===== config.mk =====
export PLATFORM = sky130hd
export DESIGN_NAME = clk_guard
export DESIGN_NICKNAME = d
export VERILOG_FILES = /design/src/rtl/cgm_pkg.sv /design/src/rtl/cgm_sync.sv /design/src/rtl/cgm_meter.sv /design/src/rtl/cgm_judge.sv /design/src/rtl/clk_guard.sv
export SDC_FILE = /design/constraint.sdc
export NUM_CORES = 1
export LEC_CHECK = 0
export ABC_CLOCK_PERIOD_IN_PS = 6490
export BUFFER_PORTS_ARGS = -buffer_cell sky130_fd_sc_hd__buf_2
export CORE_MARGIN = 2
export CORE_UTILIZATION = 50
export DETAILED_ROUTE_END_ITERATION = 7
export PLACE_DENSITY = 0.74
export REMOVE_ABC_BUFFERS = 1
export SETUP_SLACK_MARGIN = 0.3
export SKIP_LAST_GASP = 1
export SLEW_MARGIN = 10
export SYNTH_ARGS = -nofsm -noshare
export SYNTH_HDL_FRONTEND = slang
export SYNTH_SLANG_ARGS = --single-unit

===== constraint.sdc =====
create_clock -name clk_ref -period 6.49 [get_ports clk_ref]
set_clock_uncertainty 0.15 [all_clocks]
set_input_delay 0.3245 -clock clk_ref [delete_from_list [all_inputs] [get_ports clk_ref]]
set_output_delay 0.3245 -clock clk_ref [all_outputs]
set_load 0.02 [all_outputs]

===== src/rtl/cgm_pkg.sv =====
package cgm_pkg;
  typedef enum logic [1:0] {
    CAUSE_NONE  = 2'b00,
    CAUSE_EARLY = 2'b01,
    CAUSE_SLOW  = 2'b10,
    CAUSE_LOST  = 2'b11
  } cause_e;
endpackage


===== src/rtl/cgm_sync.sv =====
// Brings the external clock into the reference domain and flags each rising edge
module cgm_sync #(
  parameter int STAGES = 2
) (
  input  logic clk,
  input  logic rst,
  input  logic async_in,
  output logic rise_o
);
  logic [STAGES-1:0] chain;
  logic              last;

  always_ff @(posedge clk) begin
    if (rst) begin
      chain  <= '0;
      last   <= 1'b0;
      rise_o <= 1'b0;
    end else begin
      chain  <= {chain[STAGES-2:0], async_in};
      last   <= chain[STAGES-1];
      rise_o <= chain[STAGES-1] & ~last;
    end
  end

  // an edge flag never lasts two cycles in a row (feeds R1 interval timing)
  p_rise_single_r1: assert property (@(posedge clk) disable iff (rst)
    rise_o |=> !rise_o);
endmodule


===== src/rtl/cgm_meter.sv =====
// Saturating count of reference ticks since the last synchronised rising edge
module cgm_meter #(
  parameter int CW = 12
) (
  input  logic          clk,
  input  logic          rst,
  input  logic          en,
  input  logic          clr,
  input  logic          rise,
  output logic [CW-1:0] cnt,
  output logic          seen
);
  localparam logic [CW-1:0] SAT = {CW{1'b1}};

  always_ff @(posedge clk) begin
    if (rst || !en || clr) begin
      cnt  <= '0;
      seen <= 1'b0;
    end else if (rise) begin
      cnt  <= {{(CW-1){1'b0}}, 1'b1};
      seen <= 1'b1;
    end else if (cnt != SAT) begin
      cnt  <= cnt + 1'b1;
    end
  end

  // counter never wraps from saturation back to a small value
  p_no_wrap_r3: assert property (@(posedge clk) disable iff (rst)
    (en && !clr && !rise && cnt == SAT) |=> cnt == SAT);
endmodule


===== src/rtl/cgm_judge.sv =====
// Classifies each interval, tracks start-up qualification, raises detection
module cgm_judge
  import cgm_pkg::*;
#(
  parameter int W  = 16,
  parameter int CW = W + 2,
  parameter int QW = 8
) (
  input  logic          clk,
  input  logic          rst,
  input  logic          en,
  input  logic          restart,
  input  logic          rise,
  input  logic          seen,
  input  logic [CW-1:0] cnt,
  input  logic [W-1:0]  min_p,
  input  logic [W-1:0]  max_p,
  input  logic [CW-1:0] tmo,
  input  logic [QW-1:0] qual,
  output logic          armed,
  output logic          det,
  output cause_e        det_cause
);
  logic [QW-1:0] run;
  logic          ev, early, slow, bad_ev, good_ev, lost;

  always_comb begin
    ev      = rise && seen;
    early   = cnt < CW'(min_p);
    slow    = cnt > CW'(max_p);
    bad_ev  = ev && (early || slow);
    good_ev = ev && !(early || slow);
    lost    = !rise && (cnt >= tmo);
    det     = en && armed && (bad_ev || lost);
    if (bad_ev)    det_cause = early ? CAUSE_EARLY : CAUSE_SLOW;
    else if (lost) det_cause = CAUSE_LOST;
    else           det_cause = CAUSE_NONE;
  end

  always_ff @(posedge clk) begin
    if (rst || !en || restart) begin
      run   <= '0;
      armed <= 1'b0;
    end else if (!armed) begin
      if (run >= qual)  armed <= 1'b1;
      else if (good_ev) run   <= run + 1'b1;
      else if (bad_ev)  run   <= '0;
    end
  end

  // a detection always carries a real cause code
  p_cause_code_r1: assert property (@(posedge clk) disable iff (rst)
    det |-> det_cause != CAUSE_NONE);
  // arming only follows enough good intervals
  p_arm_after_run_r7: assert property (@(posedge clk) disable iff (rst)
    $rose(armed) |-> $past(run) >= $past(qual));
endmodule


===== src/rtl/clk_guard.sv =====
module clk_guard
  import cgm_pkg::*;
#(
  parameter int W      = 16,
  parameter int QW     = 8,
  parameter int STAGES = 2
) (
  input  logic          clk_ref,
  input  logic          rst,
  input  logic          ext_clk,
  input  logic          enable,
  input  logic [W-1:0]  min_period,
  input  logic [W-1:0]  max_period,
  input  logic [W-1:0]  timeout,
  input  logic [QW-1:0] qual_count,
  input  logic          ack,
  output logic          fault,
  output logic [1:0]    cause,
  output logic          reset_req,
  output logic          use_internal
);
  localparam int CW = W + 2;

  logic          rise, seen, armed, det;
  logic [CW-1:0] cnt, eff_tmo;
  cause_e        det_cause;

  assign eff_tmo = (timeout == '0) ? {max_period, 2'b00} : CW'(timeout);

  cgm_sync #(.STAGES(STAGES)) u_sync (
    .clk(clk_ref), .rst(rst), .async_in(ext_clk), .rise_o(rise)
  );

  cgm_meter #(.CW(CW)) u_meter (
    .clk(clk_ref), .rst(rst), .en(enable), .clr(ack), .rise(rise),
    .cnt(cnt), .seen(seen)
  );

  cgm_judge #(.W(W), .CW(CW), .QW(QW)) u_judge (
    .clk(clk_ref), .rst(rst), .en(enable), .restart(ack), .rise(rise),
    .seen(seen), .cnt(cnt), .min_p(min_period), .max_p(max_period),
    .tmo(eff_tmo), .qual(qual_count), .armed(armed), .det(det),
    .det_cause(det_cause)
  );

  always_ff @(posedge clk_ref) begin
    if (rst) begin
      fault        <= 1'b0;
      cause        <= CAUSE_NONE;
      reset_req    <= 1'b0;
      use_internal <= 1'b0;
    end else begin
      reset_req <= 1'b0;
      if (ack) begin
        fault        <= 1'b0;
        cause        <= CAUSE_NONE;
        use_internal <= 1'b0;
      end else if (det && !fault) begin
        fault        <= 1'b1;
        cause        <= det_cause;
        use_internal <= 1'b1;
        reset_req    <= 1'b1;
      end
    end
  end

  p_sticky_r6: assert property (@(posedge clk_ref) disable iff (rst)
    (fault && !ack) |=> fault);
  p_cause_hold_r8: assert property (@(posedge clk_ref) disable iff (rst)
    (fault && !ack) |=> $stable(cause));
  p_select_r4: assert property (@(posedge clk_ref) disable iff (rst)
    $rose(fault) |-> (use_internal && cause != 2'b00));
  p_req_pulse_r5: assert property (@(posedge clk_ref) disable iff (rst)
    reset_req |-> $rose(fault));
  p_req_once_r5: assert property (@(posedge clk_ref) disable iff (rst)
    reset_req |=> !reset_req);
  p_armed_first_r7: assert property (@(posedge clk_ref) disable iff (rst)
    $rose(fault) |-> $past(armed));
  p_idle_clean_r4: assert property (@(posedge clk_ref) disable iff (rst)
    !fault |-> (cause == 2'b00 && !use_internal));
endmodule


---- Word level (Yosys, flattened, before mapping) ----
Index checks and enable logic that the tools add are counted.
word-level totals
  flip-flop bits (word level) ............. 36
  word-level logic and storage cells ...... 54
  output and inout bits ................... 5
cells by class
  bitwise logic cells ..................... 4
  equality and inequality tests ........... 1
  multiplexer cells ....................... 11
  magnitude comparators ................... 4
  add/subtract/negate cells ............... 2
  reductions and logical operators ........ 21
operators by type and width
  operator                                        number
  adder 18 x 1 -> 18 bit (second input constant)  1
  greater-or-equal comparator 18 bit              1
  > comparator 18 x 16 -> 1 bit                   1
  less-than comparator 18 x 16 -> 1 bit           1
  two-way mux 18 bit                              1
  != test 18 bit (second input constant)          1
  zero test 16 bit                                1
  two-way mux 8 bit                               2
  adder 8 x 1 -> 8 bit (second input constant)    1
  greater-or-equal comparator 8 bit               1
  logical AND 1 bit                               7
  two-way mux 2 bit                               3
  two-way mux 1 bit                               5
  zero test 1 bit                                 4
  logical OR 1 bit                                4
  nonzero test 2 bit                              2
  OR reduction 2 bit                              2
  inverter 1 bit                                  3
  AND reduction 3 bit                             1
  AND 1 bit                                       1

---- Longest topological paths before layout ----
  depth in word-level cells ............... 8
  gate-level depth with buffers ........... 12

---- Hierarchy ----
From an unflattened synthesis, not the netlist that was laid out.
unflattened totals
  cells, all modules ...................... 447
  area total of the unflattened synthesis .. 3585.9 µm²
by module, submodules not included
  module     cells an instance  area an instance (µm²)  seq. area each (µm²)  times used
  cgm_judge  274                2015.7                  180.2                 1
  cgm_meter  127                1127.3                  380.4                 1
  clk_guard  38                 331.6                   80.1                  1
  cgm_sync   8                  111.4                   80.1                  1

---- Worst setup path before layout ----
OpenSTA, ideal clock, no wires.
  path type ............................... input -> register
  start point ............................. in timeout[3]
  end point ............................... reg cause[0]
  library setup time ...................... 0.131 ns
  stages .................................. 11
  slack ................................... 3.551 ns
  required time ........................... 6.209 ns
  buffers on the path ..................... 2
  arrival time ............................ 2.658 ns
  cell sequence ........................... nor4_1 > and4_1 > clkbuf_1 > clkbuf_1 > a21oi_1 > ha_1 > o21ai_0 > nor2_1 > o41a_1 > a211oi_1 > o22ai_1
on the way
  longest elaborated chain between the ends .. 7
ends and longest elaborated chain
  what                                  RTL line         RTL
  start: declaration                    clk_guard.sv:14  input logic [W-1:0] timeout,
  zero test 16 bit                      clk_guard.sv:28  assign eff_tmo = (timeout == '0) ? {max_period, 2'b00} : CW'(timeout);
  two-way mux 18 bit *                  clk_guard.sv:28
  greater-or-equal comparator 18 bit *  cgm_judge.sv:33  lost = !rise && (cnt >= tmo);
  logical AND 1 bit *                   cgm_judge.sv:33
  logical OR 1 bit                      cgm_judge.sv:34  det = en && armed && (bad_ev || lost);
  logical AND 1 bit                     cgm_judge.sv:34
  logical AND 1 bit                     clk_guard.sv:58  end else if (det && !fault) begin
  end signal: assignment                clk_guard.sv:60  cause <= det_cause;
  end: declaration                      clk_guard.sv:18  output logic [1:0] cause,
Mark *: on every way between the ends. The rest lies on a longest branch, timed or not.
A chain may end at the register's enable or synchronous reset.

---- Final worst setup path ----
  start point ............................. in timeout[0]
  end point ............................... reg cause[0]
The elaborated chain is that of the path after synthesis.

==> results.yml <==
die:
  initial_core_util_pct: 52.1
  die_h_um: 82.8
  coreArea_sq_um: 5960
  die_x_um: 82.8
  num_io_pins: 66
  dieArea_sq_um: 6850
  row_count: 28
global_routing:
  antenna_found_initial: 0
  grt_max_degree: 18
  grt_pass1_wl_um: 11900
  grtUsageTotal_pct: 22.8
  grt_overflow: 0
  grt_pass1_vias: 2719
flow_run:
  maxCapViolCount: 0
logic_synthesis:
  synth_top_area_share_pct: 23.8
  post-synth-top-area-cell: "ha_1"
  syn_avg_cell_area_sq_um: 7.98
  ys_ff_latch: 36
  netlist_area_sq_um: 3100
  yosysUniqueCellTypes: 44
  yosys-top-cells-count: "59 x ha_1, 43 x inv_1, 36 x dfxtp_1, 36 x nor2_1, 34 x a21oi_1"
  synth_flop_cell: "dfxtp_1"
  asyncSetResetFlopFracSynth_pct: 0
  yosysSeqAreaShare_pct: 23.2
  ys_top_cells_by_area: "ha_1 24%, dfxtp_1 23%, a21oi_1 5.5%, inv_1 5.2%, nor2_1 4.4%"
  synth_cells: 389
  synth_warnings: 0
  synth_most_common_cell: "ha_1"
  synth-edff-count: 0
clocking:
  cts_htree_levels: 2
  worstSkewPairLatency_ns: 0.29
  hold_buffers: 0
  cts_resized: 0
  cts.clk_slew.worst_paths_ns: 0.07
  post-cts-setup-buffers: 0
  cts_root_buf: "clkbuf_8"
  numClockSinks: 36
  cts_max_path_buffers: 2
  cts_made_buffers: 5
  cts_tree: "built"
power_and_ir_drop:
  power_uw: 444
  total_leakage_power_nw: 1.74
  ir_drop_mv: 0.111
  powerDensity_nw_per_um2: 125
timing:
  drv_slew: 0
  final-setup-viol-count: 0
  slew_headroom_pct: 47.4
  hold_viol_final: 0
  fmax_mhz: 302
  final.period_utilization_pct: 51.1
  rsz0062_at_grt: "no"
  layout_min_cycle_time_ns: 3.31
  fin_tns_setup_ns: 0
  worst_pin_slew_ns: 0.786
  layout_setup_ws_ns: 3.18
placement:
  post_dp_cell_area_sq_um: 3470
  place_ws_ns: 2.92
  portBuffers: 65
  routabilityCongestion: 0.926
  dp_hpwl_um: 6060
cells_and_area:
  fin_area_sq_um: 3560
  multi_input_area_sq_um: 2170
  fillers: 554
  num-nets-final: 573
  n_antenna_cell: 0
  area_delta_synth_final_pct: 14.8
  drive_gt1_share_pct: 17.2
  regArea_sq_um: 721
  post-route-util_pct: 59.8
drt:
  avgRoutedWirePerCell_um: 14.0
  drcViolationCount: 0
  via_per_inst: 5.61
  dr.pass1.iters: 4
  ant_nets: 0
  wl_um: 7410
  vias: 2970
  drtIter0Drc: 124
worst_setup_path:
  critPathMaxFanout: 16
  cp-end-kind: "flop"
  worstSetupStartpointType: "primary input"
  worstPathArrival_ns: 3.32
  crit_chain: "buf_2 > nor4_1 > and4_1 > a21oi_1 > ha_1 > a211oi_1 > nor2_1 > o41a_1 > a211oi_1 > o22ai_1"
  cpPeakStageDelay_ns: 0.63
  crit_type: "primary input to flop"
  crit_top_cell: "a211oi_1"
  crit_slowest_cell: "and4_1"
  required_ns: 6.50
outcome:
  outcome: "finished, final reports clean"
worst_hold_path:
  min_path_type: "primary input to flop"
## layout make-up
class / count / area share, %
Timing Repair Buffer: 65 / 9.13
Clock buffer: 8 / 2.53
Sequential cell: 36 / 20.2
Tap cell: 75 / 2.63
Multi-Input combinational cell: 302 / 61.0
Inverter: 43 / 4.53
## layout by cell type, fill, tap and decap left out, types with 2 or more instances in the layout
cell / Yosys / routed
a2111oi_0: 2 / 2
a211o_1: 2 / 2
a211oi_1: 11 / 11
a21o_1: 2 / 2
a21oi_1: 34 / 34
a31oi_1: 3 / 3
and2_1: 3 / 3
and3_1: 7 / 7
and4_1: 6 / 6
buf_2: 0 / 65
clkbuf_1: 5 / 2
clkbuf_8: 0 / 6
dfxtp_1: 36 / 36
ha_1: 59 / 59
inv_1: 43 / 43
mux2i_1: 4 / 4
nand2_1: 28 / 28
nand2b_1: 3 / 3
nand3_1: 7 / 7
nand4_1: 18 / 18
nor2_1: 36 / 36
nor2b_1: 6 / 6
nor3_1: 7 / 7
nor4_1: 7 / 7
o21a_1: 2 / 2
o21ai_0: 17 / 17
o31ai_1: 3 / 3
o41a_1: 2 / 2
or4_1: 5 / 5
xnor2_1: 4 / 4
xor2_1: 11 / 11
## logic make-up after synthesis
group / share of synthesized area, %
xor+xnor: 4.23
compound gates: 17.0
flops: 23.2
simple gates: 23.7
fa+ha+maj: 23.8
mux: 1.29
buf+inv: 6.77
## critical path: cells and delay by family
kind / cells / cell delay (ns)
buffers and inverters: 1 / 0.11
and+or+nand+nor: 3 / 1.21
AOI/OAI and AO/OA: 5 / 1.35
adders and majority gates: 1 / 0.32
## where the power goes
group	leakage, nW	switching, mW	internal, mW
Combinational	1.40	0.0303	0.0280
Clock	0.0455	0.0765	0.0866
Sequential	0.291	0.000946	0.222
## state kept, by name, indices dropped and copies added, names as in the netlist
register / cells
u_judge.run: 8
cause: 2
u_sync.chain: 2
u_sync.rise_o: 1
use_internal: 1
u_sync.last: 1
reset_req: 1
u_meter.cnt: 18
u_judge.armed: 1
u_meter.seen: 1
## per-layer routing
metal,wire length (um),GRT usage [%],vias to the layer above
li1,-,-,1533
met4,106,7.54,0
met1,3240,27.6,1360
met2,3680,40.7,68
met3,394,4.11,9
met5,0,0,-
## per-stage QoR
step,cells,hold slack (ns)
finish,529,0.0936
global route,529,0.0988
CTS,529,0.0818
detailed placement,521,0.230
global placement,521,0.222
floorplan,381,0.217
## worst paths after layout
kind	start	end	slack [ns]	depth (start not counted)
min	rst	u_sync.chain[0]$_SDFF_PP0_	0.09	2
max reg2reg	u_judge.run[0]$_SDFFE_PP0P_	u_judge.run[6]$_SDFFE_PP0P_	3.74	8
min reg2reg	u_sync.last$_SDFF_PP0_	u_sync.rise_o$_SDFF_PP0_	0.24	1
max	timeout[0]	cause[0]$_SDFFE_PP0P_	3.18	10
No activity file was read; power rests on OpenSTA's default activity.
